===== src/rtl/i2c_wk_pkg.sv =====
package i2c_wk_pkg;
  typedef enum logic [3:0] {
    ST_IDLE, ST_ADDR, ST_AACK, ST_RX, ST_STORE, ST_RACK,
    ST_LOAD, ST_TXS, ST_TX, ST_TACK, ST_SKIP
  } wk_state_e;
  localparam logic [6:0] BCAST_ADDR = 7'h00;
endpackage


===== src/rtl/i2c_wk_filter.sv =====
module i2c_wk_filter #(
  parameter int SYNC_STAGES = 2,
  parameter int FILT_LEN    = 3
) (
  input  logic clk,
  input  logic rst_n,
  input  logic d_i,
  output logic q_o
);
  localparam int CW = $clog2(FILT_LEN + 1);
  logic [SYNC_STAGES-1:0] sy;
  logic [CW-1:0]          run;

  always_ff @(posedge clk or negedge rst_n) begin
    if (!rst_n) begin
      sy  <= '1;
      run <= '0;
      q_o <= 1'b1;
    end else begin
      sy <= {sy[SYNC_STAGES-2:0], d_i};
      if (sy[SYNC_STAGES-1] == q_o) begin
        run <= '0;
      end else if (run == CW'(FILT_LEN - 1)) begin
        q_o <= sy[SYNC_STAGES-1];
        run <= '0;
      end else begin
        run <= run + 1'b1;
      end
    end
  end
endmodule


===== src/rtl/i2c_wk_cond.sv =====
module i2c_wk_cond (
  input  logic clk,
  input  logic rst_n,
  input  logic scl_f,
  input  logic sda_f,
  output logic scl_rise,
  output logic scl_fall,
  output logic start_c,
  output logic stop_c
);
  logic scl_p, sda_p;

  always_ff @(posedge clk or negedge rst_n) begin
    if (!rst_n) begin
      scl_p <= 1'b1;
      sda_p <= 1'b1;
    end else begin
      scl_p <= scl_f;
      sda_p <= sda_f;
    end
  end

  assign scl_rise = scl_f && !scl_p;
  assign scl_fall = !scl_f && scl_p;
  assign start_c  = scl_f && scl_p && sda_p && !sda_f;
  assign stop_c   = scl_f && scl_p && !sda_p && sda_f;
endmodule


===== src/rtl/i2c_wk_engine.sv =====
module i2c_wk_engine
  import i2c_wk_pkg::*;
#(
  parameter int DATA_W = 8
) (
  input  logic              clk,
  input  logic              rst_n,
  input  logic              scl_rise,
  input  logic              scl_fall,
  input  logic              start_c,
  input  logic              stop_c,
  input  logic              sda_f,
  input  logic [DATA_W-2:0] own_addr,
  output logic              scl_oe,
  output logic              sda_oe,
  output logic [DATA_W-1:0] rx_data,
  output logic              rx_valid,
  input  logic              rx_ready,
  input  logic [DATA_W-1:0] tx_data,
  input  logic              tx_valid,
  output logic              tx_ready,
  output logic              wake_req,
  output logic              gen_call,
  output logic              xfer_read
);
  localparam int CNT_W = $clog2(DATA_W + 1);

  wk_state_e         st;
  logic [DATA_W-1:0] sh;
  logic [CNT_W-1:0]  cnt;
  logic              m_ack;
  logic              is_bcast, hit;

  assign is_bcast = (sh[DATA_W-1:1] == BCAST_ADDR[DATA_W-2:0]) && !sh[0];
  assign hit      = (sh[DATA_W-1:1] == own_addr) || is_bcast;

  always_ff @(posedge clk or negedge rst_n) begin
    if (!rst_n) begin
      st        <= ST_IDLE;
      sh        <= '0;
      cnt       <= '0;
      m_ack     <= 1'b0;
      rx_data   <= '0;
      rx_valid  <= 1'b0;
      wake_req  <= 1'b0;
      gen_call  <= 1'b0;
      xfer_read <= 1'b0;
    end else begin
      wake_req <= 1'b0;
      if (rx_valid && rx_ready) rx_valid <= 1'b0;
      if (start_c) begin
        st  <= ST_ADDR;
        cnt <= '0;
      end else if (stop_c) begin
        st <= ST_IDLE;
      end else begin
        case (st)
          ST_ADDR, ST_RX: begin
            if (scl_rise) begin
              sh  <= {sh[DATA_W-2:0], sda_f};
              cnt <= cnt + 1'b1;
            end else if (scl_fall && cnt == CNT_W'(DATA_W)) begin
              if (st == ST_RX) begin
                st <= ST_STORE;
              end else if (hit) begin
                st        <= ST_AACK;
                wake_req  <= 1'b1;
                gen_call  <= is_bcast;
                xfer_read <= sh[0];
              end else begin
                st <= ST_SKIP;
              end
            end
          end
          ST_AACK: if (scl_fall) begin
            cnt <= '0;
            st  <= xfer_read ? ST_LOAD : ST_RX;
          end
          ST_STORE: if (!rx_valid) begin
            rx_data  <= sh;
            rx_valid <= 1'b1;
            st       <= ST_RACK;
          end
          ST_RACK: if (scl_fall) begin
            cnt <= '0;
            st  <= ST_RX;
          end
          ST_LOAD: if (tx_valid) begin
            sh  <= tx_data;
            cnt <= '0;
            st  <= ST_TXS;
          end
          ST_TXS: st <= ST_TX;
          ST_TX: if (scl_fall) begin
            if (cnt == CNT_W'(DATA_W - 1)) begin
              st <= ST_TACK;
            end else begin
              sh  <= {sh[DATA_W-2:0], 1'b0};
              cnt <= cnt + 1'b1;
            end
          end
          ST_TACK: begin
            if (scl_rise) m_ack <= !sda_f;
            else if (scl_fall) st <= m_ack ? ST_LOAD : ST_SKIP;
          end
          default: ;
        endcase
      end
    end
  end

  assign tx_ready = (st == ST_LOAD);
  assign scl_oe   = (st == ST_STORE) || (st == ST_LOAD) || (st == ST_TXS);
  assign sda_oe   = (st == ST_AACK) || (st == ST_RACK)
                 || ((st == ST_STORE) && !rx_valid)
                 || (((st == ST_TXS) || (st == ST_TX)) && !sh[DATA_W-1]);
endmodule


===== src/rtl/i2c_wake_target.sv =====
module i2c_wake_target #(
  parameter int DATA_W      = 8,
  parameter int SYNC_STAGES = 2,
  parameter int FILT_LEN    = 3
) (
  input  logic              clk,
  input  logic              rst_n,
  input  logic [DATA_W-2:0] own_addr,
  input  logic              scl_i,
  input  logic              sda_i,
  output logic              scl_oe,
  output logic              sda_oe,
  output logic [DATA_W-1:0] rx_data,
  output logic              rx_valid,
  input  logic              rx_ready,
  input  logic [DATA_W-1:0] tx_data,
  input  logic              tx_valid,
  output logic              tx_ready,
  output logic              wake_req,
  output logic              gen_call,
  output logic              xfer_read
);
  localparam int NLINES = 2;
  logic [NLINES-1:0] raw, filt;
  logic scl_rise, scl_fall, start_c, stop_c;

  assign raw = {scl_i, sda_i};

  for (genvar g = 0; g < NLINES; g++) begin : g_line
    i2c_wk_filter #(.SYNC_STAGES(SYNC_STAGES), .FILT_LEN(FILT_LEN)) u_filt (
      .clk(clk), .rst_n(rst_n), .d_i(raw[g]), .q_o(filt[g])
    );
  end

  i2c_wk_cond u_cond (
    .clk(clk), .rst_n(rst_n), .scl_f(filt[1]), .sda_f(filt[0]),
    .scl_rise(scl_rise), .scl_fall(scl_fall), .start_c(start_c), .stop_c(stop_c)
  );

  i2c_wk_engine #(.DATA_W(DATA_W)) u_eng (
    .clk(clk), .rst_n(rst_n), .scl_rise(scl_rise), .scl_fall(scl_fall),
    .start_c(start_c), .stop_c(stop_c), .sda_f(filt[0]), .own_addr(own_addr),
    .scl_oe(scl_oe), .sda_oe(sda_oe), .rx_data(rx_data), .rx_valid(rx_valid),
    .rx_ready(rx_ready), .tx_data(tx_data), .tx_valid(tx_valid),
    .tx_ready(tx_ready), .wake_req(wake_req), .gen_call(gen_call),
    .xfer_read(xfer_read)
  );
endmodule


===== config.mk =====
export PLATFORM = sky130hd
export DESIGN_NAME = i2c_wake_target
export DESIGN_NICKNAME = d
export VERILOG_FILES = /design/src/rtl/i2c_wk_pkg.sv /design/src/rtl/i2c_wk_filter.sv /design/src/rtl/i2c_wk_cond.sv /design/src/rtl/i2c_wk_engine.sv /design/src/rtl/i2c_wake_target.sv
export SDC_FILE = /design/constraint.sdc
export NUM_CORES = 1
export LEC_CHECK = 0
export BUFFER_PORTS_ARGS = -buffer_cell sky130_fd_sc_hd__clkbuf_2
export CAP_MARGIN = 40
export CORE_ASPECT_RATIO = 1.1
export CORE_UTILIZATION = 40
export DETAILED_ROUTE_END_ITERATION = 7
export PLACE_DENSITY = 0.69
export SETUP_SLACK_MARGIN = 0.02
export SLEW_MARGIN = 40
export SYNTH_ARGS = -nofsm -noshare
export SYNTH_HDL_FRONTEND = slang
export SYNTH_SLANG_ARGS = --single-unit

===== constraint.sdc =====
create_clock -name clk -period 2.5 [get_ports clk]
set_input_delay 0 -clock clk [delete_from_list [all_inputs] [get_ports clk]]
set_output_delay 0 -clock clk [all_outputs]
set_load 0.01 [all_outputs]

* Word level (Yosys, flattened, before mapping)
Index checks and enable logic that the tools add are counted.
Word-level totals: register bits after elaboration 41, memories kept 0, output and inout port bits 15, bits in latches 0, input port bits 21, word-level logic and storage cells 149, memory bits (read-only) 0, memory bits (writable) 0
Cells by class: bitwise gates (word level) 7, multiply operators 0, add/sub/neg operators 3, reductions and logical operators 40, div/mod/pow operators 0, shift-type cells 0, magnitude comparators 0, equal/unequal tests 36, muxes and demuxes 46
Operators with widths (number):
- 4-bit 2-to-1 mux | 22
- 8-bit 2-to-1 mux | 4
- 4-bit one-hot mux with 8 select lines | 1
- 4-bit by 3-bit inequality test with 1-bit output (second input constant) | 6
- 8-bit one-hot mux with 3 select lines | 1
- 7-bit AND reduction | 3
- 4-bit by 3-bit == test with 1-bit output (second input constant) | 5
- 4-bit one-hot mux with 4 select lines | 1
- 4-bit == test (second input constant) | 3
- 1-bit logical AND | 12
- 1-bit 2-to-1 mux | 12
- 4-bit inequality test (second input constant) | 3
- 11-bit AND reduction | 1
- 10-bit nonzero test | 1
- 4-bit by 2-bit == test with 1-bit output (second input constant) | 2
- 2-bit 2-to-1 mux | 4
- 2-bit inequality test (second input constant) | 4
- 4-bit AND reduction | 2
- 7-bit == test | 1
- 1-bit logical NOT | 7
- 7-bit logical NOT | 1
- 1-bit logical OR | 7
- 1-bit NOT | 7
- 3-bit by 2-bit inequality test with 1-bit output (second input constant) | 2
- 14 further kinds | 20

* Depth between registers and ports, before layout
depth in word-level cells 10, mapped depth 8, mapped depth without buffers 8

* Cells and area by module
Synthesis repeated with hierarchy kept, for this count alone.
Second synthesis, totals: cells, all modules 218, area, all modules 2358.5 um^2
By module, submodules not included:
- i2c_wk_engine | cells each 192, area an instance 1915.6 um^2, instances 1, seq. area each 725.7 um^2
- i2c_wk_filter | cells each 10, area an instance 178.9 um^2, instances 2, seq. area each 128.9 um^2
- i2c_wk_cond | cells each 6, area an instance 85.1 um^2, instances 1, seq. area each 52.6 um^2

* Least setup slack after synthesis
No wires, ideal clock.
kind register to register, start reg u_eng.cnt[0], end reg u_eng.cnt[2], period minus slack after synthesis 1.897 ns, library setup time 0.126 ns, cell stages (with the launch flop) 7, slack 0.603 ns, buffers on the path 0, data arrival time 1.771 ns, data required time 2.374 ns, path through dfrtp_1 ha_1 and3b_1 o31a_1 o2bb2ai_2 o31a_1 o32a_1
On the way: longest elaborated chain between the ends 6
Ends and longest elaborated chain:
- from (decl) | RTL line i2c_wk_engine.sv:30 | logic [CNT_W-1:0] cnt;
- from (signal assigned) | RTL line i2c_wk_engine.sv:61 | cnt <= cnt + 1'b1;
- from (signal assigned) | RTL line i2c_wk_engine.sv:99 | cnt <= cnt + 1'b1;
- 4-bit by 1-bit adder with 4-bit output | RTL line i2c_wk_engine.sv:61, i2c_wk_engine.sv:99
- 4-bit 2-to-1 mux | RTL line i2c_wk_engine.sv:95 | if (cnt == CNT_W'(DATA_W - 1)) begin
- 4-bit 2-to-1 mux | RTL line i2c_wk_engine.sv:94 | ST_TX: if (scl_fall) begin
- 4-bit one-hot mux with 4 select lines | RTL line i2c_wk_engine.sv:57 | case (st)
- 4-bit 2-to-1 mux | RTL line i2c_wk_engine.sv:54 | end else if (stop_c) begin
- 4-bit 2-to-1 mux | RTL line i2c_wk_engine.sv:51 | if (start_c) begin
Parallel ways exist; a longest one is shown, timed or not. The select of a mux whose other input is x is not followed. A chain may end at the register's enable or synchronous reset.

* Worst setup path in the final report
start reg u_eng.st[0], end reg u_eng.sh[1]
On the way: longest elaborated chain between the ends 4
Ends and longest elaborated chain:
- from (decl) | RTL line i2c_wk_engine.sv:28 | wk_state_e st;
- from (signal assigned) | RTL line i2c_wk_engine.sv:77 | st <= xfer_read ? ST_LOAD : ST_RX;
- from (signal assigned) | RTL line i2c_wk_engine.sv:104 | else if (scl_fall) st <= m_ack ? ST_LOAD : ST_SKIP;
- 4-bit by 1-bit == test with 1-bit output / 4-bit by 2-bit == test with 1-bit output (equally long branches) | RTL line i2c_wk_engine.sv:57
- 2-bit OR reduction | RTL line i2c_wk_engine.sv:57
- 2-bit inequality test (no source line) / 3-bit nonzero test (equally long branches)
- 7-bit AND reduction (no source line)
- to (signal assigned) | RTL line i2c_wk_engine.sv:60 | sh <= {sh[DATA_W-2:0], sda_f};
- to (signal assigned) | RTL line i2c_wk_engine.sv:89 | sh <= tx_data;
- to (signal assigned) | RTL line i2c_wk_engine.sv:98 | sh <= {sh[DATA_W-2:0], 1'b0};
- to (decl) | RTL line i2c_wk_engine.sv:29 | logic [DATA_W-1:0] sh;
Parallel ways exist; a longest one is shown, timed or not.

==> results.py <==
metrics = {
    "final_layout": {
        "drive_above_1_share_pct": 26.5,
        "n_fill_cell": 487,
        "antenna_cells": 0,
        "syn2layout_area_growth_pct": 20.7,
        "nets": 286,
        "fin_cells": 339,
    },
    "worst_setup_path": {
        "worst_setup_path_start_kind": "flip-flop",
        "cp_num_buf_inv": 0,
        "crit_chain": "nor2b_1, o31a_1, o2bb2ai_2, nor3_4, nor2_1, a31oi_1",
        "r2r_end": "u_eng.sh[1]$_DFFE_PN0P_",
        "crit_family": "simple AND/OR/NAND/NOR gates",
        "rr_worst_depth": 6,
        "worstPathMaxFanout": 16,
        "reg2reg_slack_ns": 0.39,
        "crit_required_ns": 2.72,
        "crit_path_end_kind": "flip-flop",
        "reg2reg_from": "u_eng.st[0]$_DFFE_PN0P_",
        "max_stage_delay_ns": 0.55,
        "crit_type": "reg -> reg",
        "crit_arrival_ns": 2.33,
        "crit_path_top_delay_cell": "dfrtp_1",
    },
    "power": {
        "vdd_ir_drop_max_v": 0.000623,
        "power.leakage_nw": 1.16,
        "cellPowerDensity_nw_per_um2": 1260,
    },
    "placement": {
        "dpl.cell_count": 320,
        "dp_slack_ns": 0.425,
        "io_buffers": 35,
        "place_congestion": 0.876,
        "dp_hpwl_um": 3390,
    },
    "global_routing": {
        "grt_use_met2_pct": 25.8,
        "gr-usage-all-layers_pct": 17.2,
        "grt_util_met3_pct": 3.51,
        "grt_busiest_layer": "met2",
        "grt_pass1_vias": 1636,
        "use_met1_pct": 24.7,
        "grt-ovfl-total": 0,
        "grt_pass1_wl_um": 7710,
        "antenna_found_initial": 0,
        "grt_max_degree": 42,
    },
    "worst_hold_path": {
        "min_path_cells": 3,
        "min_to": "u_eng.sh[0]$_DFFE_PN0P_",
        "worstHoldStart": "tx_data[0]",
        "hp-class": "in -> reg",
    },
    "yosys": {
        "yosys.cell_types.count": 54,
        "synth.area.top_cells": "dfrtp_1, dfstp_2, mux2_2",
        "ys_seq_area_share_pct": 46.7,
        "yosys.area.top_type": "dfrtp_1",
        "synth_top_area_share_pct": 37.2,
        "synth_edf_count": 0,
        "synth_seq_cells": 41,
        "syn_avg_cell_area_um2": 10.3,
        "syn-instance-count": 216,
        "ys.flop_type": "dfrtp_1",
        "ys_warn_count": 0,
        "syn_area_um2": 2220,
        "async_flop_share_pct": 100,
        "syn_nets": 239,
    },
    "outcome": {
        "outcome": "finished, final reports clean",
    },
    "route": {
        "drt-total-wl_um": 4830,
        "viasPerCell": 5.34,
        "drc": 0,
        "wl_per_cell_um": 14.2,
        "vias": 1811,
        "drt-pass1-iter-count": 4,
        "drt_iter0_markers": 158,
        "route.antenna.remaining_nets": 0,
    },
    "flow_run": {
        "maxCapViolCount": 0,
    },
    "clock_network": {
        "h-tree-depth": 2,
        "post_cts_buffers": 0,
        "hold_buffers": 11,
        "cts_resized": 0,
        "cts_buffer_depth": 2,
        "clock_latency_ns": 0.29,
        "cts_tree": "yes",
        "cts_root_buf": "clkbuf_8",
        "cts_made_buffers": 5,
        "clk_pin_slew_ns": 0.08,
        "cts.sinks": 41,
    },
    "timing": {
        "hold_violations": 0,
        "setup_viol": 0,
        "setup_slack_ns": 0.391,
        "tightest_slew_ns": 0.557,
        "slew_viol_final": 0,
        "finalCritPeriodShare_pct": 84.4,
        "fin_tns_setup_ns": 0,
        "relSlewSlack_pct": 62.8,
        "min_period_ns": 2.11,
        "finalClockSkew_ns": 0.00698,
        "rsz0062_at_grt": "false",
        "fmax_mhz": 474,
    },
    "die": {
        "initial_utilization_pct": 41.4,
        "pin_count": 36,
        "die_x_um": 73.0,
        "die_h_um": 80.1,
        "coreArea_um2": 5360,
        "rows": 28,
        "dieArea_um2": 5850,
    },
}
==> cell type report <==
| type | instances | area, µm² | area share, % |
|---|---|---|---|
| well taps | 75 | 93.8 | 3.51 |
| clock inverters | 2 | 38.8 | 1.45 |
| multi-input cells | 159 | 1110 | 41.4 |
| inverters | 10 | 37.5 | 1.40 |
| flip-flops and latches | 41 | 1040 | 38.7 |
| clock buffers | 6 | 72.6 | 2.71 |
| repair buffers | 46 | 288 | 10.8 |
==> per-stage QoR <==
stage	util [%]	total power [mW]	hold slack [ns]	instance area [µm²]
finish	49.9	3.38	0.130	2680
global route	49.9	3.65	0.173	2680
CTS	49.9	3.39	0.121	2680
detailed placement	45.8	2.82	0.0597	2450
global placement	45.7	2.79	0.0872	2450
floorplan	-	2.44	-0.296	2220
==> Yosys cell counts (4+ instances only) <==
| cell type | n |
|---|---|
| dfrtp_1 | 33 |
| nand2_1 | 19 |
| nor2_1 | 18 |
| mux2_2 | 10 |
| a31oi_1 | 9 |
| inv_1 | 9 |
| dfstp_2 | 8 |
| nor2b_1 | 8 |
| o21ai_0 | 8 |
| xnor2_1 | 7 |
| a21oi_1 | 6 |
| buf_2 | 4 |
| nor3_1 | 4 |
| xor2_1 | 4 |
==> worst max-delay path by stage <==
stage,startpoint,endpoint,slack (ns),depth (start not counted)
after floorplan,u_eng.cnt[0]$_DFFE_PN0P_,u_eng.cnt[2]$_DFFE_PN0P_,0.60,6
after global placement,u_eng.st[2]$_DFFE_PN0P_,u_eng.cnt[2]$_DFFE_PN0P_,0.44,5
after detailed placement,u_eng.cnt[0]$_DFFE_PN0P_,u_eng.sh[1]$_DFFE_PN0P_,0.43,7
after CTS,u_eng.cnt[0]$_DFFE_PN0P_,u_eng.sh[1]$_DFFE_PN0P_,0.40,7
after global routing,u_eng.st[0]$_DFFE_PN0P_,u_eng.sh[1]$_DFFE_PN0P_,0.22,6
final,u_eng.st[0]$_DFFE_PN0P_,u_eng.sh[1]$_DFFE_PN0P_,0.39,6
==> tightest hold or removal path, stage by stage <==
cell      delay, ns
clkbuf_2       0.09
o221ai_1       0.14
mux2i_1        0.14
==> flip-flops by register name, summed over array words and instances, names as in the netlist, 2 cells and up <==
signal / flops
u_eng.rx_data: 8
g_line.u_filt.q_o: 2
u_eng.sh: 8
g_line.u_filt.run: 4
g_line.u_filt.sy: 4
u_eng.cnt: 4
u_eng.st: 4
==> power breakdown <==
part	total, mW	switching, mW	leakage (nW)	internal, mW
clock network	0.536	0.236	0.0554	0.300
logic	1.50	0.791	0.617	0.714
registers	1.34	0.383	0.487	0.956
==> cells by family after synthesis <==
logic type,synth area share [%]
and+or+nand+nor,19.2
DFF,46.7
muxes,7.45
AOI/OAI and AO/OA,17.8
xor gates and xnor gates,4.35
buffers and inverters,3.27
adders and majority gates,1.13
==> metal layers <==
metal | part of all wire [%] | up-vias
met3 | 3.6 | 6
li1 | - | 876
met1 | 48 | 894
met5 | 0 | -
met2 | 47 | 35
met4 | 0.95 | 0
==> cell usage in the layout (no fill, tap or decap), drive strengths merged, types with 3 or more instances in the layout <==
cell / synthesis / final
nand2: 20 / 20
nor3: 5 / 5
dfstp: 8 / 8
o31ai: 3 / 3
clkbuf: 0 / 41
xor2: 4 / 4
o21a: 3 / 3
nor2: 20 / 20
nand3: 3 / 3
inv: 9 / 9
nor2b: 8 / 8
dlygate4sd3: 0 / 11
nor3b: 4 / 4
o211ai: 3 / 3
and2b: 4 / 4
o21ai: 11 / 11
o22ai: 3 / 3
xnor2: 7 / 7
a21oi: 6 / 6
nand2b: 3 / 3
a31oi: 9 / 9
mux2i: 3 / 3
dfrtp: 33 / 33
mux2: 12 / 12
Note: power is estimated with default switching activity, not from simulation.
